**config.mk**
```make
export PLATFORM = sky130hd
export DESIGN_NAME = rom_search_step
export DESIGN_NICKNAME = d
export VERILOG_FILES = /design/src/rtl/rom_search_pkg.sv /design/src/rtl/rom_search_decide.sv /design/src/rtl/rom_search_slot.sv /design/src/rtl/rom_search_seq.sv /design/src/rtl/rom_search_step.sv
export SDC_FILE = /design/constraint.sdc
export NUM_CORES = 1
export LEC_CHECK = 0
export BUFFER_PORTS_ARGS = -buffer_cell sky130_fd_sc_hd__clkbuf_2
export CORE_MARGIN = 3
export CORE_UTILIZATION = 29
export DETAILED_ROUTE_END_ITERATION = 10
export PLACE_DENSITY = 0.53
export SYNTH_ARGS = -nofsm -noshare
export SYNTH_HDL_FRONTEND = slang
export SYNTH_SLANG_ARGS = --single-unit
```
**constraint.sdc**
```tcl
create_clock -name clk -period 2.1 [get_ports clk]
set_clock_uncertainty 0.1 [all_clocks]
set_input_delay 0 -clock clk [delete_from_list [all_inputs] [get_ports clk]]
set_output_delay 0 -clock clk [all_outputs]
set_load 0.1 [all_outputs]
```
**src/rtl/rom_search_pkg.sv**
```systemverilog
package rom_search_pkg;

  typedef enum logic [1:0] {
    ST_IDLE   = 2'd0,
    ST_RD_ID  = 2'd1,
    ST_RD_CMP = 2'd2,
    ST_WR_DIR = 2'd3
  } step_state_t;

  // bit2 = direction taken, bit1 = inverted bit, bit0 = true bit
  typedef struct packed {
    logic dir;
    logic cmp;
    logic idb;
  } step_res_t;

  localparam logic [2:0] RES_NO_DEVICE = 3'b011;

endpackage

```
**src/rtl/rom_search_decide.sv**
```systemverilog
module rom_search_decide (
  input  logic idb,
  input  logic cmp,
  input  logic pref,
  output logic skip,
  output logic dir
);
  // both high: nobody pulled the line low, nothing to write
  // one high: only one branch exists, follow the true bit
  // both low: devices disagree, follow the caller's preference
  always_comb begin
    skip = idb & cmp;
    if (idb ^ cmp) dir = idb;
    else           dir = pref;
  end
endmodule

```
**src/rtl/rom_search_slot.sv**
```systemverilog
module rom_search_slot #(
  parameter int TIMEOUT_CYC = 4096
) (
  input  logic clk,
  input  logic rst_n,
  input  logic launch,
  input  logic launch_wr,
  input  logic launch_bit,
  output logic slot_valid,
  input  logic slot_ready,
  output logic slot_is_write,
  output logic slot_wbit,
  input  logic slot_done,
  output logic fin,
  output logic tmo
);
  logic wait_q;
  logic active;

  assign active = slot_valid | wait_q;
  assign fin    = wait_q & slot_done;

  always_ff @(posedge clk or negedge rst_n) begin
    if (!rst_n) begin
      slot_valid    <= 1'b0;
      wait_q        <= 1'b0;
      slot_is_write <= 1'b0;
      slot_wbit     <= 1'b0;
    end else if (launch) begin
      slot_valid    <= 1'b1;
      wait_q        <= 1'b0;
      slot_is_write <= launch_wr;
      slot_wbit     <= launch_bit;
    end else if (fin || tmo) begin
      slot_valid <= 1'b0;
      wait_q     <= 1'b0;
    end else if (slot_valid && slot_ready) begin
      slot_valid <= 1'b0;
      wait_q     <= 1'b1;
    end
  end

  generate
    if (TIMEOUT_CYC > 0) begin : g_budget
      localparam int CW = (TIMEOUT_CYC > 1) ? $clog2(TIMEOUT_CYC) : 1;
      localparam logic [CW-1:0] LAST = CW'(TIMEOUT_CYC - 1);
      logic [CW-1:0] cnt;

      assign tmo = active & ~fin & (cnt == LAST);

      always_ff @(posedge clk or negedge rst_n) begin
        if (!rst_n)                   cnt <= '0;
        else if (launch || fin || tmo) cnt <= '0;
        else if (active)              cnt <= cnt + 1'b1;
      end

      assert_budget_bound_R6: assert property (@(posedge clk) disable iff (!rst_n)
        cnt <= LAST);
    end else begin : g_nobudget
      assign tmo = 1'b0;
    end
  endgenerate

  assert_hold_request_R9: assert property (@(posedge clk) disable iff (!rst_n)
    slot_valid && !slot_ready && !tmo && !launch |=>
      slot_valid && $stable(slot_is_write) && $stable(slot_wbit));

  assert_valid_xor_wait_R9: assert property (@(posedge clk) disable iff (!rst_n)
    !(slot_valid && wait_q));

endmodule

```
**src/rtl/rom_search_seq.sv**
```systemverilog
module rom_search_seq
  import rom_search_pkg::*;
(
  input  logic       clk,
  input  logic       rst_n,
  input  logic       start,
  input  logic       pref_dir,
  input  logic       fin,
  input  logic       tmo,
  input  logic       rbit,
  input  logic       skip,
  input  logic       dir,
  output logic       id_q,
  output logic       pref_q,
  output logic       launch,
  output logic       launch_wr,
  output logic       launch_bit,
  output logic       busy,
  output logic       done,
  output logic [2:0] result,
  output logic       err
);
  step_state_t state;
  logic        cmp_q, dir_q;
  logic        accept, finish_ok, finish_skip;
  step_res_t   res_full;

  assign accept      = (state == ST_IDLE) & start;
  assign finish_skip = fin & (state == ST_RD_CMP) & skip;
  assign finish_ok   = finish_skip | (fin & (state == ST_WR_DIR));
  assign launch      = accept
                     | (fin & (state == ST_RD_ID))
                     | (fin & (state == ST_RD_CMP) & ~skip);
  assign launch_wr   = (state == ST_RD_CMP);
  assign launch_bit  = dir;
  assign busy        = (state != ST_IDLE);

  assign res_full.dir = dir_q;
  assign res_full.cmp = cmp_q;
  assign res_full.idb = id_q;

  always_ff @(posedge clk or negedge rst_n) begin
    if (!rst_n) begin
      state  <= ST_IDLE;
      id_q   <= 1'b0;
      cmp_q  <= 1'b0;
      dir_q  <= 1'b0;
      pref_q <= 1'b0;
      done   <= 1'b0;
      result <= '0;
      err    <= 1'b0;
    end else begin
      done <= 1'b0;
      if (accept) begin
        state  <= ST_RD_ID;
        pref_q <= pref_dir;
      end else if (tmo) begin
        state  <= ST_IDLE;
        done   <= 1'b1;
        result <= RES_NO_DEVICE;
        err    <= 1'b1;
      end else if (finish_ok) begin
        state  <= ST_IDLE;
        done   <= 1'b1;
        err    <= 1'b0;
        result <= finish_skip ? RES_NO_DEVICE : res_full;
      end else if (fin) begin
        case (state)
          ST_RD_ID: begin
            id_q  <= rbit;
            state <= ST_RD_CMP;
          end
          ST_RD_CMP: begin
            cmp_q <= rbit;
            dir_q <= dir;
            state <= ST_WR_DIR;
          end
          default: state <= state;
        endcase
      end
    end
  end

  assert_done_pulse_R8: assert property (@(posedge clk) disable iff (!rst_n)
    done |=> !done);

  assert_done_idle_R7: assert property (@(posedge clk) disable iff (!rst_n)
    done |-> !busy);

  assert_result_hold_R8: assert property (@(posedge clk) disable iff (!rst_n)
    !done |-> $stable(result) && $stable(err));

  assert_busy_from_start_R7: assert property (@(posedge clk) disable iff (!rst_n)
    $rose(busy) |-> $past(start));

  assert_single_branch_R4: assert property (@(posedge clk) disable iff (!rst_n)
    done && !err && (result[0] ^ result[1]) |-> result[2] == result[0]);

  assert_no_device_R2: assert property (@(posedge clk) disable iff (!rst_n)
    done && result[1:0] == 2'b11 |-> result[2] == 1'b0);

  assert_no_write_skip_R2: assert property (@(posedge clk) disable iff (!rst_n)
    finish_skip |=> state == ST_IDLE);

endmodule

```
**src/rtl/rom_search_step.sv**
```systemverilog
module rom_search_step #(
  parameter int TIMEOUT_CYC = 4096
) (
  input  logic       clk,
  input  logic       rst_n,
  input  logic       start,
  input  logic       pref_dir,
  output logic       busy,
  output logic       done,
  output logic [2:0] result,
  output logic       err,
  output logic       slot_valid,
  input  logic       slot_ready,
  output logic       slot_is_write,
  output logic       slot_wbit,
  input  logic       slot_done,
  input  logic       slot_rbit
);
  logic launch, launch_wr, launch_bit;
  logic fin, tmo;
  logic id_q, pref_q, skip, dir;

  rom_search_slot #(.TIMEOUT_CYC(TIMEOUT_CYC)) u_slot (
    .clk           (clk),
    .rst_n         (rst_n),
    .launch        (launch),
    .launch_wr     (launch_wr),
    .launch_bit    (launch_bit),
    .slot_valid    (slot_valid),
    .slot_ready    (slot_ready),
    .slot_is_write (slot_is_write),
    .slot_wbit     (slot_wbit),
    .slot_done     (slot_done),
    .fin           (fin),
    .tmo           (tmo)
  );

  rom_search_decide u_decide (
    .idb  (id_q),
    .cmp  (slot_rbit),
    .pref (pref_q),
    .skip (skip),
    .dir  (dir)
  );

  rom_search_seq u_seq (
    .clk        (clk),
    .rst_n      (rst_n),
    .start      (start),
    .pref_dir   (pref_dir),
    .fin        (fin),
    .tmo        (tmo),
    .rbit       (slot_rbit),
    .skip       (skip),
    .dir        (dir),
    .id_q       (id_q),
    .pref_q     (pref_q),
    .launch     (launch),
    .launch_wr  (launch_wr),
    .launch_bit (launch_bit),
    .busy       (busy),
    .done       (done),
    .result     (result),
    .err        (err)
  );

  assert_write_third_R1: assert property (@(posedge clk) disable iff (!rst_n)
    $rose(slot_valid) && slot_is_write |-> !$past(busy, 1) == 1'b0);

endmodule

```
=== Yosys cells after proc, flatten, opt, wreduce, memory -nomap -nowiden ===
Cells that the tools add are included.

* Output and inout port bits: 9
* Register bits: 27

* Equality and inequality tests: 4
* Muxes and demuxes: 22
* $add $sub $neg: 1
* Reduce and logical (&&, ||, !) cells: 15
* Bitwise operators: 20

{| class="wikitable"
|+ Operators with widths
! operator !! number
|-
| $mux W12 || 2
|-
| $add A12 B1 Y12 const B || 1
|-
| $eq A12 B12 Y1 const B || 1
|-
| $mux W1 || 12
|-
| $and A1 B1 Y1 || 10
|-
| $reduce_and A5 Y1 || 2
|-
| $mux W3 || 3
|-
| $mux W2 || 4
|-
| $reduce_bool A2 Y1 || 3
|-
| $not A1 Y1 || 5
|-
| $reduce_bool A5 Y1 || 1
|-
| $eq A2 B2 Y1 const B || 2
|-
| $or A1 B1 Y1 || 4
|-
| $pmux W2 S2 || 1
|-
| $reduce_and A2 Y1 || 2
|-
| $reduce_bool A4 Y1 || 1
|-
| $logic_or A1 B1 Y1 || 3
|-
| $reduce_bool A3 Y1 || 1
|-
| $eq A2 B1 Y1 const B || 1
|-
| $logic_not A2 Y1 || 1
|-
| $logic_and A1 B1 Y1 || 1
|-
| $xor A1 B1 Y1 || 1
|}

=== Logic depth before layout (Yosys ltp) ===
* Depth in word-level cells: 7
* Depth in mapped cells: 6
* Depth with buffers taken out: 5

=== Modules after synthesis ===
A second synthesis with hierarchy kept.

* Cells, all modules: 136
* Area total of the unflattened synthesis: 1415.1 um^2

{| class="wikitable"
|+ Modules (own cells, without submodules)
! module !! times used !! cells an instance !! area an instance (um^2) !! seq. area each (um^2)
|-
| rom_search_slot || 1 || 76 || 798.3 || 400.4
|-
| rom_search_seq || 1 || 58 || 589.3 || 275.3
|-
| rom_search_decide || 1 || 2 || 27.5 || 0.0
|}

=== Worst setup path before layout ===
Ideal clock, no wire load.

* Path kind: reg2reg
* Start: register u_slot.slot_valid
* End: register u_seq.result[2]
* Required time: 1880 ps
* Setup slack: -17 ps
* Stages on the path, launching flop included: 5
* Library setup time: 120 ps
* Arrival time: 1897 ps
* Cells stage by stage: dfrtp_1 > o2111a_2 > nand4_4 > nand2b_4 > a31o_1

* Word-level cells in the longest chain between the ends: 5
* Elaborated cells between the ends (all ways): 6
* Those cells by class: mux (1); bitwise (3); reduce/logical (2)

{| class="wikitable"
|+ Ends and longest elaborated chain
! what !! line !! source
|-
| from (decl) || rom_search_slot.sv:9 || <nowiki>output logic slot_valid,</nowiki>
|-
| from (signal assigned) || rom_search_slot.sv:25 || <nowiki>slot_valid <= 1'b0;</nowiki>
|-
| from (signal assigned) || rom_search_slot.sv:30 || <nowiki>slot_valid <= 1'b1;</nowiki>
|-
| from (signal assigned) || rom_search_slot.sv:35 || <nowiki>slot_valid <= 1'b0;</nowiki>
|-
| $or A1 B1 Y1 (*) || rom_search_slot.sv:20 || <nowiki>assign active = slot_valid | wait_q;</nowiki>
|-
| $and A1 B1 Y1 (*) (2 in series) || rom_search_slot.sv:49 || <nowiki>assign tmo = active & ~fin & (cnt == LAST);</nowiki>
|-
| $reduce_bool A2 Y1 (no source line) || n/a ||
|-
| $reduce_and A2 Y1 (no source line) || n/a ||
|-
| to (signal assigned) || rom_search_seq.sv:66 || <nowiki>result <= finish_skip ? RES_NO_DEVICE : res_full;</nowiki>
|-
| to (decl) || rom_search_seq.sv:20 || <nowiki>output logic [2:0] result,</nowiki>
|}

Mark *: on every way between the ends. The rest lies on a longest branch, timed or not.
A chain may end at the register's enable or synchronous reset.

=== Worst setup path after layout ===
* Start: register u_slot.wait_q
* End: register u_slot.slot_wbit

* Word-level cells in the longest chain between the ends: 4
* Elaborated cells between the ends (all ways): 6
* Those cells by class: bitwise (6)

{| class="wikitable"
|+ Ends and longest elaborated chain
! what !! line !! source
|-
| from (decl) || rom_search_slot.sv:17 || <nowiki>logic wait_q;</nowiki>
|-
| from (signal assigned) || rom_search_slot.sv:26 || <nowiki>wait_q <= 1'b0;</nowiki>
|-
| from (signal assigned) || rom_search_slot.sv:31 || <nowiki>wait_q <= 1'b0;</nowiki>
|-
| from (signal assigned) || rom_search_slot.sv:36 || <nowiki>wait_q <= 1'b0;</nowiki>
|-
| $and A1 B1 Y1 (*) || rom_search_slot.sv:21 || <nowiki>assign fin = wait_q & slot_done;</nowiki>
|-
| $and A1 B1 Y1 (on tied branches) || rom_search_seq.sv:32, rom_search_seq.sv:33 ||
|-
| $or A1 B1 Y1 or $and A1 B1 Y1 (tied branches) || rom_search_seq.sv:32, rom_search_seq.sv:33 ||
|-
| $or A1 B1 Y1 (*) || rom_search_seq.sv:33 || <nowiki>| (fin & (state == ST_RD_CMP) & ~skip);</nowiki>
|-
| to (signal assigned) || rom_search_slot.sv:33 || <nowiki>slot_wbit <= launch_bit;</nowiki>
|-
| to (decl) || rom_search_slot.sv:12 || <nowiki>output logic slot_wbit,</nowiki>
|}

Marked as above.

==> results.toml <==
[routing]
routed_wl_um = 2500
drc_marker_count_from_the_first_detailed_route_iteration = 27
dr_total_vias = 951
drtAntennaViolNets = 0
post-route-drc-count = 0
routedWlPerCell_um = 12.9
post_drt_via_cell_ratio = 4.90
dr.pass1.iters = 4

[run]
cap_violations = 0

[finish]
filler_cell_count = 407
area_delta_synth_final_pct = 15.6
sequential_cell_area_um2 = 677
design.final.nets = 154
fin_util_pct = 36.4
drive_above_1_share_pct = 22.9
count_of_antenna_diodes_in_the_layout = 0
multiInputGateArea_um2 = 606

[grt]
pin_count_of_the_biggest_net_entering_global_routing = 28
grt_pass1_vias = 944
grt_util_all_layers_pct = 10.0
grt_antenna_before_repair = 0
global_route_wire_length_before_repair_um = 4230
gr-total-overflow = 0

[timing]
timing.max_slew.rel_slack_pct = 54.8
final_min_period_over_clock_period_pct = 81.8
tightestPinTransition_ps = 679
fin_crit_ps = 1720
clock.fmax_ghz = 0.582
setup_viol_count_final = 0
timing_hold_violations_final = 0
post-route-worst-setup-slack_ps = 382
grt_setup_unrepaired = "false"
hold_ws_ps = 20.4
setup-tns-final_ps = 0
final-max-slew-violation-count = 0

[yosys]
synth_nets = 133
seq_area_frac_synth_pct = 51.5
synth_area_leader_cell = "sky130_fd_sc_hd__dfrtp_1"
synth_area_per_cell_um2 = 10.6
synthDominantCellAreaShare_pct = 51.5
synth_area_um2 = 1310
yosysUniqueCellTypes = 36
synth.area.top_cells = "sky130_fd_sc_hd__dfrtp_1 51%, sky130_fd_sc_hd__nor2_1 5.7%, sky130_fd_sc_hd__mux2_2 3.4%"
number_of_warnings_printed_during_yosys_synthesis = 0
count_of_mapped_cells_out_of_synthesis = 124
synthTopCellsByCount = "27 x sky130_fd_sc_hd__dfrtp_1, 20 x sky130_fd_sc_hd__nor2_1, 7 x sky130_fd_sc_hd__a21oi_1"
edff_count_synth = 0
ys_async_sr_fraction_pct = 100
synth-seq-cells = 27
synth_flop_cell = "sky130_fd_sc_hd__dfrtp_1"
synth.most_common_cell = "sky130_fd_sc_hd__dfrtp_1"

[status]
outcome = "finished, final reports clean"

[cts]
postCtsSetupBuffers = 0
clkSlewWorstSetupHoldPaths_ps = 100
cts_buffers = 3
htree_num_levels = 1
post_cts_resized = 0
tritoncts_clock_tree = "done"
cts_sinks = 27
cts_hold_buf = 4
skew_pair_late_insertion_delay_ps = 270
clock-root-buffer = "sky130_fd_sc_hd__clkbuf_8"
max-clock-path-buffers = 2

[pwr]
fraction_of_power_spent_switching_nets_pct = 51.8
fin_total_pwr_uw = 2220
clk_network_pwr_share_pct = 13.4
switching_power_uw = 1150
leakage_uw = 0.000708
irDropWorstVdd_uv = 701
internal_power_uw = 1070
combPwrFrac_pct = 48.1
power_per_standard_cell_area_nw_per_um2 = 1460
power_frac_seq_pct = 38.6

[placement]
pre_cts_ws_ps = 381
buffer_ports.inserted = 15
place.gp.congestion = 0.798
hpwl_um = 1810

[worst_setup_path]
startpoint_type = "flip-flop"
timing.critical_path.to_type = "flip-flop"
cp_max_fo = 12
worst-r2r-cell-count = 4
critical_path_required_ps = 2170
critical_path_arrival_ps = 1790
path_class = "reg2reg"

[worst_hold_path]
hold_path_class = "in2reg"
worst_hold_path_depth = 3

[floorplan]
initial_utilization_pct = 31.5
row_count = 23
die_h_um = 73.3
design.die.area_um2 = 5370
boundaryPins = 16
coreArea_um2 = 4170
floorplan.die.width_um = 73.3
## worst paths after layout
check / start / endpoint / slack (ps)
hold / removal: slot_done / u_seq.state[1] / 20
setup / recovery: u_slot.wait_q / u_slot.slot_wbit / 380
min in group asynchronous: rst_n / u_seq.err / 190
setup reg to reg: u_slot.wait_q / u_slot.slot_wbit / 380
hold reg to reg: u_slot.slot_is_write / u_slot.slot_is_write / 390
max in group asynchronous: rst_n / u_slot.slot_valid / 1240
## cells in the final DEF, fill, tap and decap left out, types with 2 or more instances in the layout
cell	count
sky130_fd_sc_hd__and3_1	2
sky130_fd_sc_hd__xor2_1	5
sky130_fd_sc_hd__ha_1	2
sky130_fd_sc_hd__nor2_1	20
sky130_fd_sc_hd__dfrtp_1	26
sky130_fd_sc_hd__inv_1	3
sky130_fd_sc_hd__a21oi_1	7
sky130_fd_sc_hd__o21ai_0	6
sky130_fd_sc_hd__xnor2_1	5
sky130_fd_sc_hd__clkbuf_2	15
sky130_fd_sc_hd__nor3_1	3
sky130_fd_sc_hd__mux2_2	4
sky130_fd_sc_hd__o22ai_1	3
sky130_fd_sc_hd__clkbuf_8	3
sky130_fd_sc_hd__nand4_1	3
sky130_fd_sc_hd__nand2_1	6
sky130_fd_sc_hd__dlygate4sd3_1	4
sky130_fd_sc_hd__nand3_1	6
## metrics by stage
stage               std cells  cell area [um2]
detailed placement        186             1430
finish                    194             1520
global route              194             1520
floorplan                 124             1310
CTS                       194             1520
global placement          186             1430
## flip-flops by register name (all words and copies together) (netlist names)
name / cells
u_slot.slot_wbit: 1
u_seq.state: 2
u_slot.slot_valid: 1
u_slot.slot_is_write: 1
u_seq.dir_q: 1
u_slot.wait_q: 1
u_seq.result: 3
u_seq.err: 1
u_seq.id_q: 1
u_seq.pref_q: 1
u_seq.done: 1
u_seq.cmp_q: 1
u_slot.g_budget.cnt: 12
## power by group through the flow
stage | registers (uW) | logic, uW | clock network [uW]
2_1_floorplan | 1280 | 482 | 0
3_3_place_gp | 860 | 1060 | 0
3_5_place_dp | 867 | 1070 | 0
4_1_cts | 856 | 1080 | 310
5_1_grt | 887 | 1130 | 328
6_report | 856 | 1070 | 297
## layout make-up
cell class | instances | area share [%]
timing repair buffer | 19 | 7.58
sequential | 27 | 44.6
clock inverter | 1 | 0.330
clock buffer | 3 | 2.72
tap | 50 | 4.12
multi-input combinational | 91 | 39.9
inverter | 3 | 0.742
## layer usage
metal	part of all wire, %	up-vias	GRT usage (%)
li1	-	478	-
met1	48	456	13.8
met2	47	12	15.3
met3	2.5	5	1.50
met4	2.3	0	4.92
met5	0	-	0
## worst max-delay path, cell delays in order (launching register included)
cell                      delay (ps)
sky130_fd_sc_hd__dfrtp_1         580
sky130_fd_sc_hd__nand3_1         230
sky130_fd_sc_hd__nor3_4          260
sky130_fd_sc_hd__nor2_1          130
sky130_fd_sc_hd__mux2_4          310
## cell families (layout without fill, tap and decap cells)
group	Yosys count	in the layout	share of synthesized area [%]
multiplexers	5	5	4.58
adder cells (fa/ha/maj)	2	2	1.91
XOR/XNOR	10	10	6.67
AO/OA/AOI/OAI	24	24	11.9
buffers and inverters	6	26	2.38
AND/OR/NAND/NOR	50	50	21.1
flip-flops	27	27	51.5
Power figures use the tool's default switching activity.
